**src/rtl/ltr_pkg.sv**
```systemverilog
package ltr_pkg;
   typedef enum logic [1:0] {
      LTR_HIGH = 2'd0,
      LTR_MED  = 2'd1,
      LTR_LOW  = 2'd2,
      LTR_ACT  = 2'd3
   } ltr_level_e;
endpackage

```
**src/rtl/ltr_lat_decode.sv**
```systemverilog
module ltr_lat_decode #(
   parameter int VAL_W = 10,
   parameter int NS_W  = 32,
   parameter int SH1   = 10,
   parameter int SH2   = 15,
   parameter int SH3   = 20
) (
   input  logic [1:0]       scale,
   input  logic [VAL_W-1:0] value,
   output logic [NS_W-1:0]  act_ns,
   output logic             bad_scale
);
   localparam int PAD_W = NS_W - VAL_W;

   logic [NS_W-1:0] wide_val;
   assign wide_val = {{PAD_W{1'b0}}, value};

   always_comb begin
      bad_scale = 1'b0;
      unique case (scale)
         2'd1:    act_ns = wide_val << SH1;
         2'd2:    act_ns = wide_val << SH2;
         2'd3:    act_ns = wide_val << SH3;
         default: begin
            act_ns    = '0;
            bad_scale = 1'b1;
         end
      endcase
   end
endmodule

```
**src/rtl/ltr_next_level.sv**
```systemverilog
module ltr_next_level
   import ltr_pkg::*;
#(
   parameter int              NS_W    = 32,
   parameter logic [NS_W-1:0] HIGH_NS = 1_000_000,
   parameter logic [NS_W-1:0] MED_NS  = 100_000,
   parameter logic [NS_W-1:0] LOW_NS  = 10_000
) (
   input  ltr_level_e       cur,
   input  logic             en,
   input  logic             stepped,
   input  logic             alarm,
   input  logic             svc,
   input  logic [NS_W-1:0]  budget,
   input  logic [NS_W-1:0]  act_ns,
   output ltr_level_e       nxt,
   output logic [NS_W-1:0]  nxt_ns,
   output logic             announce
);
   ltr_level_e      step_tgt;
   logic [NS_W-1:0] step_need;

   always_comb begin
      unique case (cur)
         LTR_HIGH: step_tgt = LTR_MED;
         LTR_MED:  step_tgt = LTR_LOW;
         default:  step_tgt = LTR_ACT;
      endcase
      unique case (step_tgt)
         LTR_MED: step_need = MED_NS;
         LTR_LOW: step_need = LOW_NS;
         default: step_need = act_ns;
      endcase
   end

   always_comb begin
      nxt = cur;
      if (!en)
         nxt = LTR_HIGH;
      else if (svc)
         nxt = LTR_HIGH;
      else if (alarm && cur != LTR_ACT) begin
         if (!stepped)
            nxt = LTR_ACT;
         else if (budget >= step_need)
            nxt = step_tgt;
      end
   end

   always_comb begin
      unique case (nxt)
         LTR_HIGH: nxt_ns = HIGH_NS;
         LTR_MED:  nxt_ns = MED_NS;
         LTR_LOW:  nxt_ns = LOW_NS;
         default:  nxt_ns = act_ns;
      endcase
   end

   assign announce = en && (nxt != cur);
endmodule

```
**src/rtl/ltr_msg_reg.sv**
```systemverilog
module ltr_msg_reg
   import ltr_pkg::*;
#(
   parameter int NS_W = 32
) (
   input  logic            clk,
   input  logic            rst_n,
   input  ltr_level_e      nxt,
   input  logic            announce,
   input  logic [NS_W-1:0] nxt_ns,
   output ltr_level_e      level_q,
   output logic            valid_q,
   output logic [NS_W-1:0] ns_q
);
   always_ff @(posedge clk or negedge rst_n) begin
      if (!rst_n) begin
         level_q <= LTR_HIGH;
         valid_q <= 1'b0;
         ns_q    <= '0;
      end else begin
         level_q <= nxt;
         valid_q <= announce;
         if (announce)
            ns_q <= nxt_ns;
      end
   end
endmodule

```
**src/rtl/ltr_fsm.sv**
```systemverilog
module ltr_fsm
   import ltr_pkg::*;
#(
   parameter int              VAL_W   = 10,
   parameter int              NS_W    = 32,
   parameter int              SH1     = 10,
   parameter int              SH2     = 15,
   parameter int              SH3     = 20,
   parameter logic [NS_W-1:0] HIGH_NS = 1_000_000,
   parameter logic [NS_W-1:0] MED_NS  = 100_000,
   parameter logic [NS_W-1:0] LOW_NS  = 10_000
) (
   input  logic             clk,
   input  logic             rst_n,
   input  logic             ltr_en,
   input  logic             step_mode,
   input  logic             alarm_exp,
   input  logic             svc_bound,
   input  logic [NS_W-1:0]  budget_ns,
   input  logic [1:0]       pa_scale,
   input  logic [VAL_W-1:0] pa_value,
   output logic [1:0]       lt_state,
   output logic             msg_valid,
   output logic [NS_W-1:0]  msg_ns,
   output logic             scale_err
);
   localparam int MAX_SH = (SH3 > SH2) ? ((SH3 > SH1) ? SH3 : SH1)
                                       : ((SH2 > SH1) ? SH2 : SH1);

   generate
      if (NS_W < VAL_W + MAX_SH) begin : g_bad_width
         $error("ltr_fsm: NS_W too narrow for the largest scaled value");
      end
      if (!(HIGH_NS > MED_NS && MED_NS > LOW_NS)) begin : g_bad_order
         $error("ltr_fsm: tolerances must fall from High to Low");
      end
      if (VAL_W < 1) begin : g_bad_val
         $error("ltr_fsm: VAL_W must be positive");
      end
   endgenerate

   logic [NS_W-1:0] act_ns;
   logic [NS_W-1:0] nxt_ns;
   ltr_level_e      cur_lvl;
   ltr_level_e      nxt_lvl;
   logic            announce;

   ltr_lat_decode #(
      .VAL_W(VAL_W), .NS_W(NS_W), .SH1(SH1), .SH2(SH2), .SH3(SH3)
   ) u_decode (
      .scale     (pa_scale),
      .value     (pa_value),
      .act_ns    (act_ns),
      .bad_scale (scale_err)
   );

   ltr_next_level #(
      .NS_W(NS_W), .HIGH_NS(HIGH_NS), .MED_NS(MED_NS), .LOW_NS(LOW_NS)
   ) u_next (
      .cur      (cur_lvl),
      .en       (ltr_en),
      .stepped  (step_mode),
      .alarm    (alarm_exp),
      .svc      (svc_bound),
      .budget   (budget_ns),
      .act_ns   (act_ns),
      .nxt      (nxt_lvl),
      .nxt_ns   (nxt_ns),
      .announce (announce)
   );

   ltr_msg_reg #(.NS_W(NS_W)) u_msg (
      .clk      (clk),
      .rst_n    (rst_n),
      .nxt      (nxt_lvl),
      .announce (announce),
      .nxt_ns   (nxt_ns),
      .level_q  (cur_lvl),
      .valid_q  (msg_valid),
      .ns_q     (msg_ns)
   );

   assign lt_state = cur_lvl;
endmodule

```
**config.mk**
```make
export PLATFORM = sky130hd
export DESIGN_NAME = ltr_fsm
export DESIGN_NICKNAME = d
export VERILOG_FILES = /design/src/rtl/ltr_pkg.sv /design/src/rtl/ltr_lat_decode.sv /design/src/rtl/ltr_next_level.sv /design/src/rtl/ltr_msg_reg.sv /design/src/rtl/ltr_fsm.sv
export SDC_FILE = /design/constraint.sdc
export NUM_CORES = 1
export LEC_CHECK = 0
export CAP_MARGIN = 25
export CORE_MARGIN = 4
export CORE_UTILIZATION = 30
export CTS_CLUSTER_DIAMETER = 60
export DETAILED_ROUTE_END_ITERATION = 8
export GPL_ROUTABILITY_DRIVEN = 0
export PLACE_DENSITY = 0.58
export SLEW_MARGIN = 20
export SYNTH_ARGS = -nofsm -noshare
export SYNTH_HDL_FRONTEND = slang
export SYNTH_SLANG_ARGS = --single-unit
export TNS_END_PERCENT = 50
```
**constraint.sdc**
```tcl
create_clock -name clk -period 5.1 [get_ports clk]
set_input_delay 1.275 -clock clk [delete_from_list [all_inputs] [get_ports clk]]
set_output_delay 1.275 -clock clk [all_outputs]
set_load 0.02 [all_outputs]
```
* Word-level counts from Yosys, hierarchy flattened
Cells that the tools add are included.
** Storage, ports and cells
- Register bits after elaboration :: 35
- Bits in latches :: 0
- Bits in writable memories :: 0
- ROM bits :: 0
- Input port bits :: 50
- Output and inout bits :: 36
- Word-level logic and storage cells :: 29
- Memories kept :: 0
** Cells by class
- Add/sub/neg operators :: 0
- Multiply operators :: 0
- Div/mod/pow operators :: 0
- $lt $le $gt $ge :: 1
- Eq/ne operators :: 10
- Shift-type cells :: 0
- Muxes and demuxes :: 10
- Bitwise operators :: 0
- Reductions and logical operators :: 5
** Operator list (number)
- 30-bit one-hot mux with 3 select lines :: 2
- 30-bit one-hot mux with 2 select lines :: 1
- 32-bit by 30-bit greater-or-equal comparator with 1-bit output :: 1
- 2-bit 2-to-1 mux :: 5
- 2-bit by 1-bit == test with 1-bit output, second input constant :: 4
- 2-bit == test, second input constant :: 4
- 2-bit zero test :: 2
- 2-bit one-hot mux with 2 select lines :: 1
- 3-bit OR reduction :: 1
- 1-bit logical AND :: 2
- 2-bit inequality test :: 1
- 2-bit inequality test, second input constant :: 1
- 1-bit 2-to-1 mux :: 1

* Logic depth before layout (Yosys ltp)
Gate-level depths: netlist of the first run.
- Depth after elaboration :: 12
- Gate-level depth with buffers :: 17
- Depth with buffers taken out :: 15

* Cells and area by module
Synthesis of the first run repeated with hierarchy kept, for this count alone.
** Unflattened totals
- Cell total of the unflattened synthesis :: 311
- Area, all modules :: 3021.6 µm²
** By module, submodules not included
- ltr_msg_reg :: instances 1, cells each 71, area an instance 1420.1 µm², sequential area each 875.8 µm²
- ltr_next_level :: instances 1, cells each 196, area an instance 1267.5 µm², sequential area each 0.0 µm²
- ltr_lat_decode :: instances 1, cells each 44, area an instance 334.1 µm², sequential area each 0.0 µm²

* Least setup slack after synthesis of the first run
Ideal clock, no wire load.
- Path type :: input to register
- Start :: input pa_scale[0]
- End :: register u_msg.ns_q[13]
- Setup time :: 125 ps
- Arrival :: 4844 ps
- Data required time :: 4975 ps
- Path slack :: 131 ps
- Stages on the path :: 15
- Path buffers :: 4
- Cells stage by stage :: clkbuf_1 nor2b_1 clkbuf_1 a31oi_1 ha_1 nand4_1 a2111oi_1 o211ai_1 a21oi_1 o31a_1 ha_1 clkbuf_1 clkbuf_1 o21ai_0 mux2_4
** Between the ends
- Cells in the longest elaborated chain, start to end :: 11
- Elaborated cells between the ends (all ways) :: 17
- Classes of those cells :: order compare (1); eq/ne (6); mux (8); reduce/logical (2)
** Ends and longest elaborated chain
- start: declaration :: RTL line ltr_fsm.sv:20 : input logic [1:0] pa_scale,
- 2-bit == test or 2-bit by 1-bit == test with 1-bit output (tied branches) :: RTL line ltr_lat_decode.sv:20 : unique case (scale)
- 30-bit one-hot mux with 3 select lines * :: RTL line ltr_lat_decode.sv:20
- 30-bit one-hot mux with 2 select lines * :: RTL line ltr_next_level.sv:29 : unique case (step_tgt)
- 32-bit by 30-bit greater-or-equal comparator with 1-bit output * :: RTL line ltr_next_level.sv:45 : else if (budget >= step_need)
- 2-bit 2-to-1 mux * :: RTL line ltr_next_level.sv:45
- 2-bit 2-to-1 mux * :: RTL line ltr_next_level.sv:43 : if (!stepped)
- 2-bit 2-to-1 mux * :: RTL line ltr_next_level.sv:42 : else if (alarm && cur != LTR_ACT) begin
- 2-bit 2-to-1 mux * :: RTL line ltr_next_level.sv:40 : else if (svc)
- 2-bit 2-to-1 mux * :: RTL line ltr_next_level.sv:38 : if (!en)
- named net nxt_lvl[1] :: RTL line ltr_fsm.sv:45 : ltr_level_e nxt_lvl;
- 2-bit == test, or another cell as far along :: RTL line ltr_next_level.sv:51 : unique case (nxt)
- 30-bit one-hot mux with 3 select lines or 1-bit logical AND (tied branches) :: RTL line ltr_next_level.sv:51, ltr_next_level.sv:59
- end signal: assignment :: RTL line ltr_msg_reg.sv:24 : ns_q <= nxt_ns;
- end: declaration :: RTL line ltr_msg_reg.sv:13 : output logic [NS_W-1:0] ns_q
The timed path passes the listed nets; every way through them passes the cells marked *.
A chain may end at the register's enable or synchronous reset.

* Worst setup path in the final report of the first run
- Start :: input pa_scale[0]
- End :: register u_msg.ns_q[25]
The elaborated chain is that of the path after synthesis.

==> impl_metrics.yaml, run 1 <==
critical_path:
  path_buf_inv: 4
  crit_slowest_cell: "clkdlybuf4s50_1"
  arrival_ns: 4.96
  max_stage_delay_ns: 0.51
  crit_required_ns: 5.31
  r2r_setup_slack_ns: 1.22
  critical_path_peak_fanout: 14
  path_class: "in -> reg"
  r2r-end: "u_msg.ns_q[25]"
  start_kind: "primary input"
  r2r-start: "u_msg.level_q[1]"
  critPathTopFamily: "simple AND/OR/NAND/NOR gates"
  reg2reg_depth: 14
  endpoint_kind: "flip-flop"
  path_cells: "clkdlybuf4s50_1 -> buf_4 -> nor2b_1 -> a22oi_1 -> nand2_1 -> nand2_1 -> ha_1 -> nand4_1 -> a2111oi_1 -> o211ai_1 -> buf_4 -> nand4b_1 -> and3_1 -> ha_1 -> buf_4 -> and3_1 -> nand2_1 -> mux2i_1"
power:
  seqPwrFrac: 0.414
  clockPowerShare: 0.210
  p_per_area_nw_per_um2: 182.8
  p_sw_frac: 0.3101
  p_comb_frac: 0.376
  p_sw_w: 0.0001832
  p_int_w: 0.0004077
  ir_drop_mv: 0.1021
  p_leak_nw: 1.363
clocking:
  clock_sinks: 27
  clk_latency_ns: 0.28
  holdBufCountCts: 0
  cts_buffer_depth: 2
  cts_buffers: 3
  cts_tree: "built"
  cts_htree_levels: 1
  root_buffer: "clkbuf_8"
  path_clk_slew_ns: 0.10
hold_path:
  holdPathEnd: "u_msg.ns_q[6]"
  holdPathStages: 1
  hold_class: "reg -> reg"
  hp-start: "u_msg.ns_q[6]"
logic_synthesis:
  synth.ff_latch_count: 27
  syn-instance-count: 243
  synth_flop_cell: "dfrtp_1"
  synth_edf_count: 0
  syn_avg_cell_area_um2: 9.309
  synth_seq_area_share: 0.2987
  synth_warnings: 0
  async_flop_share: 1.000
  synth_cell_types: 42
  syn-cell-area_um2: 2262
route:
  vias_per_cell: 4.708
  ant_nets: 0
  drcViolationCount: 0
  wl_per_cell_um: 14.86
  finalWirelength_um: 6302
  drt_first_pass_iters: 4
  num_vias: 1996
  drtIter0Drc: 106
global_route:
  grt_max_degree: 26
  grt_pass1_vias: 2129
  antenna_found_initial: 0
  grt_pass1_wl_um: 9922
  track_usage: 0.1396
  grt.overflow.total: 0
layout:
  drive_gt1_frac: 0.1108
  syn_to_final_growth_pct: 42.92
  layout.nets: 405
  final_core_util: 0.4434
  diodes: 0
sta:
  final_max_slew_viol_count: 0
  final.setup_skew_ns: 0.008205
  holdWs_ns: 0.5163
  rsz0062_at_grt: "no"
  max_slew_margin: 0.5330
  finalHoldViolCount: 0
  setup_viol: 0
  max_freq_mhz: 210.4
  worst_slack_ns: 0.3465
  tns_ns: 0
  tightestPinTransition_ns: 0.7006
  period_needed_ns: 4.753
  post-route-period-util: 0.9321
run_status:
  status: "completed"
flow_run:
  drv_cap: 0
floorplan:
  start_util: 0.3102
  coreArea_um2: 7292
  row_count: 31
  dieHeight_um: 94.84
  die_w_um: 94.84
  io_pins: 86
  dieArea_um2: 8994
placed_design:
  dp_hpwl_um: 5179
  place.port_buffers: 79
  pre_cts_ws_ns: 0.06053
[worst max-delay path by stage]
stage | from | to | slack (ns) | depth (start not counted)
finish | pa_scale[0] | u_msg.ns_q[25] | 0.35 | 18
detailed placement | pa_scale[0] | u_msg.ns_q[25] | 0.06 | 16
CTS | pa_scale[0] | u_msg.ns_q[25] | 0.31 | 16
global placement | pa_scale[0] | u_msg.ns_q[25] | 0.14 | 18
global route | pa_scale[1] | u_msg.ns_q[29] | 0.01 | 17
floorplan | pa_scale[0] | u_msg.ns_q[13] | 0.13 | 15
[per-layer routing]
layer  wire, µm  track usage  part of all wire
met5          0            0                 0
met4         59      0.02404            0.0094
met3        378      0.03108             0.060
met2       3062       0.2396              0.49
met1       2802       0.1811              0.44
[power by group through the flow]
stage               Clock, W  Combinational [W]  Sequential (W)
floorplan                  0          0.0000974        0.000267
global route        0.000140           0.000242        0.000248
CTS                 0.000131           0.000225        0.000245
finish              0.000124           0.000222        0.000244
detailed placement         0           0.000224        0.000249
global placement           0           0.000222        0.000249
[cell usage in the layout (no fill, tap or decap), drive strengths merged, types with 5 or more instances in the layout]
| cell type | n |
|---|---|
| mux2 | 16 |
| buf | 12 |
| inv | 16 |
| nor2b | 11 |
| nand2 | 40 |
| ha | 29 |
| a21oi | 13 |
| nor2 | 6 |
| and3 | 5 |
| nand3 | 9 |
| o21ai | 5 |
| mux2i | 16 |
| clkdlybuf4s50 | 79 |
| dfrtp | 27 |
| conb | 6 |
[repair_timing]
action                     in CTS  in global routing
buffers inserted                0                  0
setup endpoints to repair       0                  1
gates resized for setup         0                  1
[final cells by class]
type	instances	area, µm²
Fill cell	775	4059
Multi-Input combinational cell	187	1431
Timing Repair Buffer	91	893.4
Sequential cell	27	675.6
Tap cell	99	123.9
Inverter	16	60.06
Clock buffer	3	41.29
Clock inverter	1	7.507
[worst reg2reg max path: stages, from the launching register on]
cell and delay [ns]:
dfrtp_1 0.80, nor2b_1 0.23, ha_1 0.33, nor4b_2 0.18, a41oi_1 0.16, a2111oi_1 0.46, o211ai_1 0.22, buf_4 0.19
nand4b_1 0.10, and3_1 0.22, ha_1 0.24, buf_4 0.20, and3_1 0.29, nand2_1 0.09, mux2i_1 0.12
[stage by stage]
stage                power, W  area [µm²]  cells
floorplan           0.0003645        2281    248
global placement    0.0004717        3182    420
detailed placement  0.0004725        3182    420
CTS                 0.0006014        3231    424
global route        0.0006303        3233    424
finish              0.0005909        3233    424
[flip-flops by register name (all words and copies together) (netlist names)]
name	flops
u_msg.ns_q	24
u_msg.valid_q	1
u_msg.level_q	2
[Yosys cell counts (3+ instances only)]
library cell | number | area (µm²)
mux2_4 | 8 | 120.1
inv_1 | 16 | 60.06
clkbuf_1 | 7 | 26.28
nor2b_1 | 11 | 68.82
a21oi_1 | 13 | 65.06
ha_1 | 29 | 362.9
dfrtp_1 | 27 | 675.7
nand2_1 | 40 | 150.1
mux2_2 | 8 | 90.09
and3_1 | 5 | 31.28
nor2_1 | 6 | 22.52
o21ai_0 | 5 | 25.02
nand3_1 | 9 | 45.04
buf_4 | 8 | 60.06
mux2i_1 | 16 | 160.2
a22o_1 | 3 | 26.28
[kinds of logic (layout without fill, tap and decap cells)]
family | count (synthesis) | after routing | share of synthesized area
mux | 32 | 32 | 0.1637
flops | 27 | 27 | 0.2987
fa+ha+maj | 29 | 29 | 0.1604
other cells | 1 | 6 | 0.001658
simple gates | 80 | 80 | 0.1720
compound gates | 40 | 40 | 0.1256
buf+inv | 34 | 111 | 0.07799
Power figures use the tool's default switching activity.
==> run 2: changes to the inputs <==
--- a/config.mk
+++ b/config.mk
@@ -6,9 +6,7 @@
 export NUM_CORES = 1
 export LEC_CHECK = 0
 export CAP_MARGIN = 25
-export CORE_MARGIN = 4
 export CORE_UTILIZATION = 30
-export CTS_CLUSTER_DIAMETER = 60
 export DETAILED_ROUTE_END_ITERATION = 8
 export GPL_ROUTABILITY_DRIVEN = 0
 export PLACE_DENSITY = 0.58
==> run 2 against run 1 <==
Compared with the run above: flip-flop and latch count stayed put; non-clock buffer count is 1 higher; final cell count is 0.24% higher; sequential power hardly changed; count of clock-buffer cells in the layout stayed put; critical path type unchanged; critical endpoint is now u_msg.ns_q[16]; largest cell class unchanged; largest power group unchanged.
==> impl_metrics.yaml, run 2 (synthesis gave the netlist of run 1 again) <==
layout:
  syn_to_final_growth_pct: 43.03
  layout.nets: 406
  reg_top3: "u_msg.ns_q (24), u_msg.level_q (2), u_msg.valid_q (1)"
  largest-register: "u_msg.ns_q"
  drive_gt1_frac: 0.1104
  final_cell_area_um2: 3236
  final_common_cell: "clkdlybuf4s50_1"
  largest_register_ffs: 24
  diodes: 0
  layout_common_cells: "79 x clkdlybuf4s50_1, 40 x nand2_1, 29 x ha_1"
sta:
  finalHoldViolCount: 0
  final.setup_skew_ns: 0.001984
  tns_ns: 0
  tightestPinTransition_ns: 0.6900
  max_slew_margin: 0.5400
  max_freq_mhz: 212.8
  setup_viol: 0
  worst_slack_ns: 0.3999
  post-route-period-util: 0.9216
  rsz0062_at_grt: "no"
  final_max_slew_viol_count: 0
  period_needed_ns: 4.700
clocking:
  cts_resized: 0
  clock_sinks: 27
  cts_buffers: 3
  cts_tree: "built"
  holdBufCountCts: 0
  post_cts_buffers: 0
  clk_latency_ns: 0.27
  path_clk_slew_ns: 0.09
  cts_buffer_depth: 2
  cts_htree_levels: 1
  root_buffer: "clkbuf_8"
floorplan:
  start_util: 0.3119
  io_pins: 86
  row_count: 31
  dieArea_um2: 7892
  die_w_um: 88.84
  coreArea_um2: 7253
  dieHeight_um: 88.84
placed_design:
  dp_hpwl_um: 4964
  place.port_buffers: 79
  postPlaceCellArea_um2: 3189
  pre_cts_ws_ns: 0.1111
flow_run:
  drv_cap: 0
route:
  vias_per_cell: 4.722
  drtIter0Drc: 54
  finalWirelength_um: 6069
  drcViolationCount: 0
  ant_nets: 0
  drt_first_pass_iters: 4
  top_layer: "met4"
  wl_per_cell_um: 14.28
  num_vias: 2007
  dr_wl_met3_um: 330
  route.met2.wl_um: 2940
  met1Wirelength_um: 2755
critical_path:
  crit_required_ns: 5.27
  path_class: "in -> reg"
  arrival_ns: 4.87
  r2r_setup_slack_ns: 1.24
  start_kind: "primary input"
  critical_path_peak_fanout: 19
  critPathLaunch: "pa_scale[1]"
  endpoint_kind: "flip-flop"
  r2r-start: "u_msg.level_q[1]"
power:
  p_per_area_nw_per_um2: 182.5
  ir_drop_mv: 0.08885
  p_leak_nw: 1.369
hold_path:
  hp-start: "u_msg.ns_q[15]"
  hold_class: "reg -> reg"
global_route:
  antenna_found_initial: 0
  grt_max_degree: 28
  grt_pass1_wl_um: 9811
  grt_pass1_vias: 2082
  grt.overflow.total: 0
  track_usage: 0.1628
run_status:
  status: "completed"
==> run 2: final timing paths <==
path | endpoint | cells after the start
max | u_msg.ns_q[16] | 17
min | u_msg.ns_q[15] | 1
max reg2reg | u_msg.ns_q[18] | 12
min reg2reg | u_msg.ns_q[15] | 1
max in group asynchronous | u_msg.ns_q[11] | 2
min in group asynchronous | u_msg.ns_q[25] | 2
==> run 2: stage by stage <==
| step | total power [W] | hold slack, ns | util | cells |
|---|---|---|---|---|
| after floorplan | 0.0003645 | 0.6046 | - | 248 |
| after global placement | 0.0004709 | 0.5008 | 0.4397 | 421 |
| after detailed placement | 0.0004720 | 0.5000 | 0.4397 | 421 |
| after CTS | 0.0006002 | 0.5261 | 0.4461 | 425 |
| after global routing | 0.0006252 | 0.5305 | 0.4461 | 425 |
| final | 0.0005905 | 0.5197 | 0.4461 | 425 |
==> run 2: layout make-up <==
| type | count | area (µm²) |
|---|---|---|
| clock buffers | 3 | 41.29 |
| clock inverters | 1 | 5.005 |
| fillers | 733 | 4018 |
| inverters | 16 | 60.06 |
| multi-input cells | 187 | 1429 |
| flip-flops and latches | 27 | 675.6 |
| well taps | 99 | 123.9 |
| repair buffers | 92 | 900.9 |
==> run 2: worst max-delay path: stages <==
cell             delay [ns]
clkdlybuf4s50_1        0.54
nor2b_1                0.26
buf_4                  0.20
nand3_1                0.09
ha_1                   0.33
a21oi_1                0.13
o21a_1                 0.13
o221ai_1               0.10
o211ai_1               0.28
buf_4                  0.19
nand4b_1               0.13
and3_1                 0.23
ha_1                   0.28
buf_12                 0.18
nor3_1                 0.19
a21oi_1                0.06
mux2_4                 0.26
==> run 2: layer usage <==
layer	vias to the layer above	GRT usage
met5	-	0
met4	0	0.02786
met3	4	0.02892
met2	57	0.2993
met1	939	0.2001
li1	1007	-
==> run 2: where the power goes <==
part / switching, W / internal (W)
Sequential: 0.0000138 / 0.000231
Combinational: 0.000101 / 0.000121
Clock: 0.0000693 / 0.0000549
Total: 0.000184 / 0.000407
==> run 3: changes to the inputs <==
--- a/config.mk
+++ b/config.mk
@@ -8,9 +8,11 @@
 export CAP_MARGIN = 25
 export CORE_UTILIZATION = 30
 export DETAILED_ROUTE_END_ITERATION = 8
+export DONT_BUFFER_PORTS = 1
 export GPL_ROUTABILITY_DRIVEN = 0
-export PLACE_DENSITY = 0.58
-export SLEW_MARGIN = 20
+export PLACE_DENSITY = 0.44
+export SETUP_SLACK_MARGIN = 0.1
+export SLEW_MARGIN = 0
 export SYNTH_ARGS = -nofsm -noshare
 export SYNTH_HDL_FRONTEND = slang
 export SYNTH_SLANG_ARGS = --single-unit
==> run 3 against run 2 <==
Compared with the run above: maximum frequency is 9.4% higher; clock power about the same; largest power group unchanged; critical path type unchanged; via count is 17% lower; final cell count decreased by 21%; hold slack improved by 0.11 ns; non-clock buffer count shrank 88; core utilization down 12 points; flip-flop and latch count did not move; die area is the same.
==> impl_metrics.yaml, run 3 (synthesis gave the netlist of run 1 again) <==
run_status:
  status: "completed"
clocking:
  post_cts_buffers: 0
  clock_sinks: 27
  cts_htree_levels: 1
  clk_latency_ns: 0.27
  path_clk_slew_ns: 0.09
  root_buffer: "clkbuf_8"
  holdBufCountCts: 0
  cts_buffer_depth: 2
  cts_buffers: 3
  cts_resized: 0
  cts_tree: "built"
critical_path:
  arrival_ns: 4.46
  critical_path_depth: 14
  crit_slowest_cell: "a2111oi_1"
  critPathTopFamily: "compound AO/OA/AOI/OAI gates"
  critical_path_peak_fanout: 19
  endpoint_kind: "flip-flop"
  path_buf_inv: 2
  start_kind: "primary input"
  path_cells: "nor2b_1 -> buf_4 -> a31oi_1 -> ha_1 -> nand4_1 -> a2111oi_1 -> o211ai_1 -> a21o_1 -> and3_1 -> ha_1 -> buf_4 -> nor3_1 -> a21oi_1 -> mux2_4"
  max_stage_delay_ns: 0.38
  r2r_setup_slack_ns: 1.25
  path_class: "in -> reg"
  crit_required_ns: 5.26
  reg2reg_depth: 13
power:
  p_leak_nw: 1.019
  ir_drop_mv: 0.1635
  p_comb_frac: 0.206
  clockPowerShare: 0.246
  p_int_w: 0.0003392
  p_sw_frac: 0.3114
  seqPwrFrac: 0.548
  p_sw_w: 0.0001534
  p_per_area_nw_per_um2: 208.4
layout:
  fillers: 785
  layout_common_cells: "40 x nand2_1, 29 x ha_1, 27 x dfrtp_1"
  drive_gt1_frac: 0.1092
  fin_cells: 337
  diodes: 0
  final_common_cell: "nand2_1"
  layout.nets: 318
  reg_top3: "u_msg.ns_q (24), u_msg.level_q (2), u_msg.valid_q (1)"
  largest_register_ffs: 24
  largest-register: "u_msg.ns_q"
  syn_to_final_growth_pct: 4.480
flow_run:
  drv_cap: 0
floorplan:
  start_util: 0.3119
  dieArea_um2: 7892
  io_pins: 86
  dieHeight_um: 88.84
  die_w_um: 88.84
  coreArea_um2: 7253
  row_count: 31
route:
  finalWirelength_um: 5523
  wl_per_cell_um: 16.39
  drt_first_pass_iters: 6
  drtIter0Drc: 52
  ant_nets: 0
  vias_per_cell: 4.917
  num_vias: 1657
  drcViolationCount: 0
global_route:
  grt_max_degree: 28
  grt_pass1_vias: 1752
  track_usage: 0.1452
  antenna_found_initial: 0
  grt.overflow.total: 0
  grt_pass1_wl_um: 8638
placed_design:
  pre_cts_ws_ns: 0.5482
  place.port_buffers: 0
  dp_cells: 333
  dp_hpwl_um: 4642
sta:
  period_needed_ns: 4.296
  max_slew_margin: 0.5902
  post-route-period-util: 0.8424
  setup_viol: 0
  tns_ns: 0
  rsz0062_at_grt: "no"
  max_freq_mhz: 232.8
  finalHoldViolCount: 0
  final_max_slew_viol_count: 0
  worst_slack_ns: 0.8039
  final.setup_skew_ns: 0.001876
  tightestPinTransition_ns: 0.6147
hold_path:
  hold_class: "reg -> reg"
  holdPathStages: 2
[run 3: final cells by class]
class / count / area, µm² / share of cell area
multi-input cells: 187 / 1429 / 0.6046
repair buffers: 4 / 30.03 / 0.01271
well taps: 99 / 123.9 / 0.05241
flip-flops and latches: 27 / 675.6 / 0.2859
inverters: 16 / 60.06 / 0.02541
clock buffers: 4 / 45.04 / 0.01906
[run 3: metrics by stage]
step	area (µm²)	utilization	hold slack, ns	power [W]
3_3_place_gp	2318	0.3196	0.6208	0.0003769
5_1_grt	2364	0.3259	0.6629	0.0005237
2_1_floorplan	2281	-	0.6046	0.0003645
3_5_place_dp	2318	0.3196	0.6232	0.0003776
4_1_cts	2364	0.3259	0.6371	0.0005021
6_report	2364	0.3259	0.6332	0.0004926
[run 3: path summary, 6_finish.rpt]
kind                                          to        startpoint
worst max-delay path              u_msg.ns_q[16]       pa_scale[0]
worst min-delay path              u_msg.ns_q[28]    u_msg.ns_q[28]
worst max register to register    u_msg.ns_q[16]  u_msg.level_q[1]
worst min register to register    u_msg.ns_q[28]    u_msg.ns_q[28]
max in group asynchronous       u_msg.level_q[1]             rst_n
min in group asynchronous         u_msg.ns_q[29]             rst_n
[run 3: power by group through the flow]
stage               Clock [W]  Sequential (W)  Combinational (W)
floorplan                   0        0.000267          0.0000974
global placement            0        0.000275           0.000101
detailed placement          0        0.000275           0.000103
CTS                  0.000128        0.000271           0.000103
global route         0.000137        0.000273           0.000114
finish               0.000121        0.000270           0.000101
[run 3: routing by layer]
| metal | global-route usage | share of wire | vias up |
|---|---|---|---|
| li1 | - | - | 830 |
| met1 | 0.1736 | 0.42 | 765 |
| met2 | 0.2552 | 0.48 | 60 |
| met3 | 0.05970 | 0.095 | 2 |
| met4 | 0.008798 | 0.0018 | 0 |
| met5 | 0 | 0 | - |
[run 3: worst reg2reg max path, stage by stage, from the launching register on]
cell and delay (ns):
dfrtp_1 0.65, and3_1 0.32, nand2_1 0.10, ha_1 0.30
nand4bb_1 0.13, nor4_1 0.48, o211ai_1 0.32, a21o_1 0.26
and3_1 0.18, ha_1 0.26, buf_4 0.21, nor3_1 0.21
a21oi_1 0.06, mux2_4 0.26
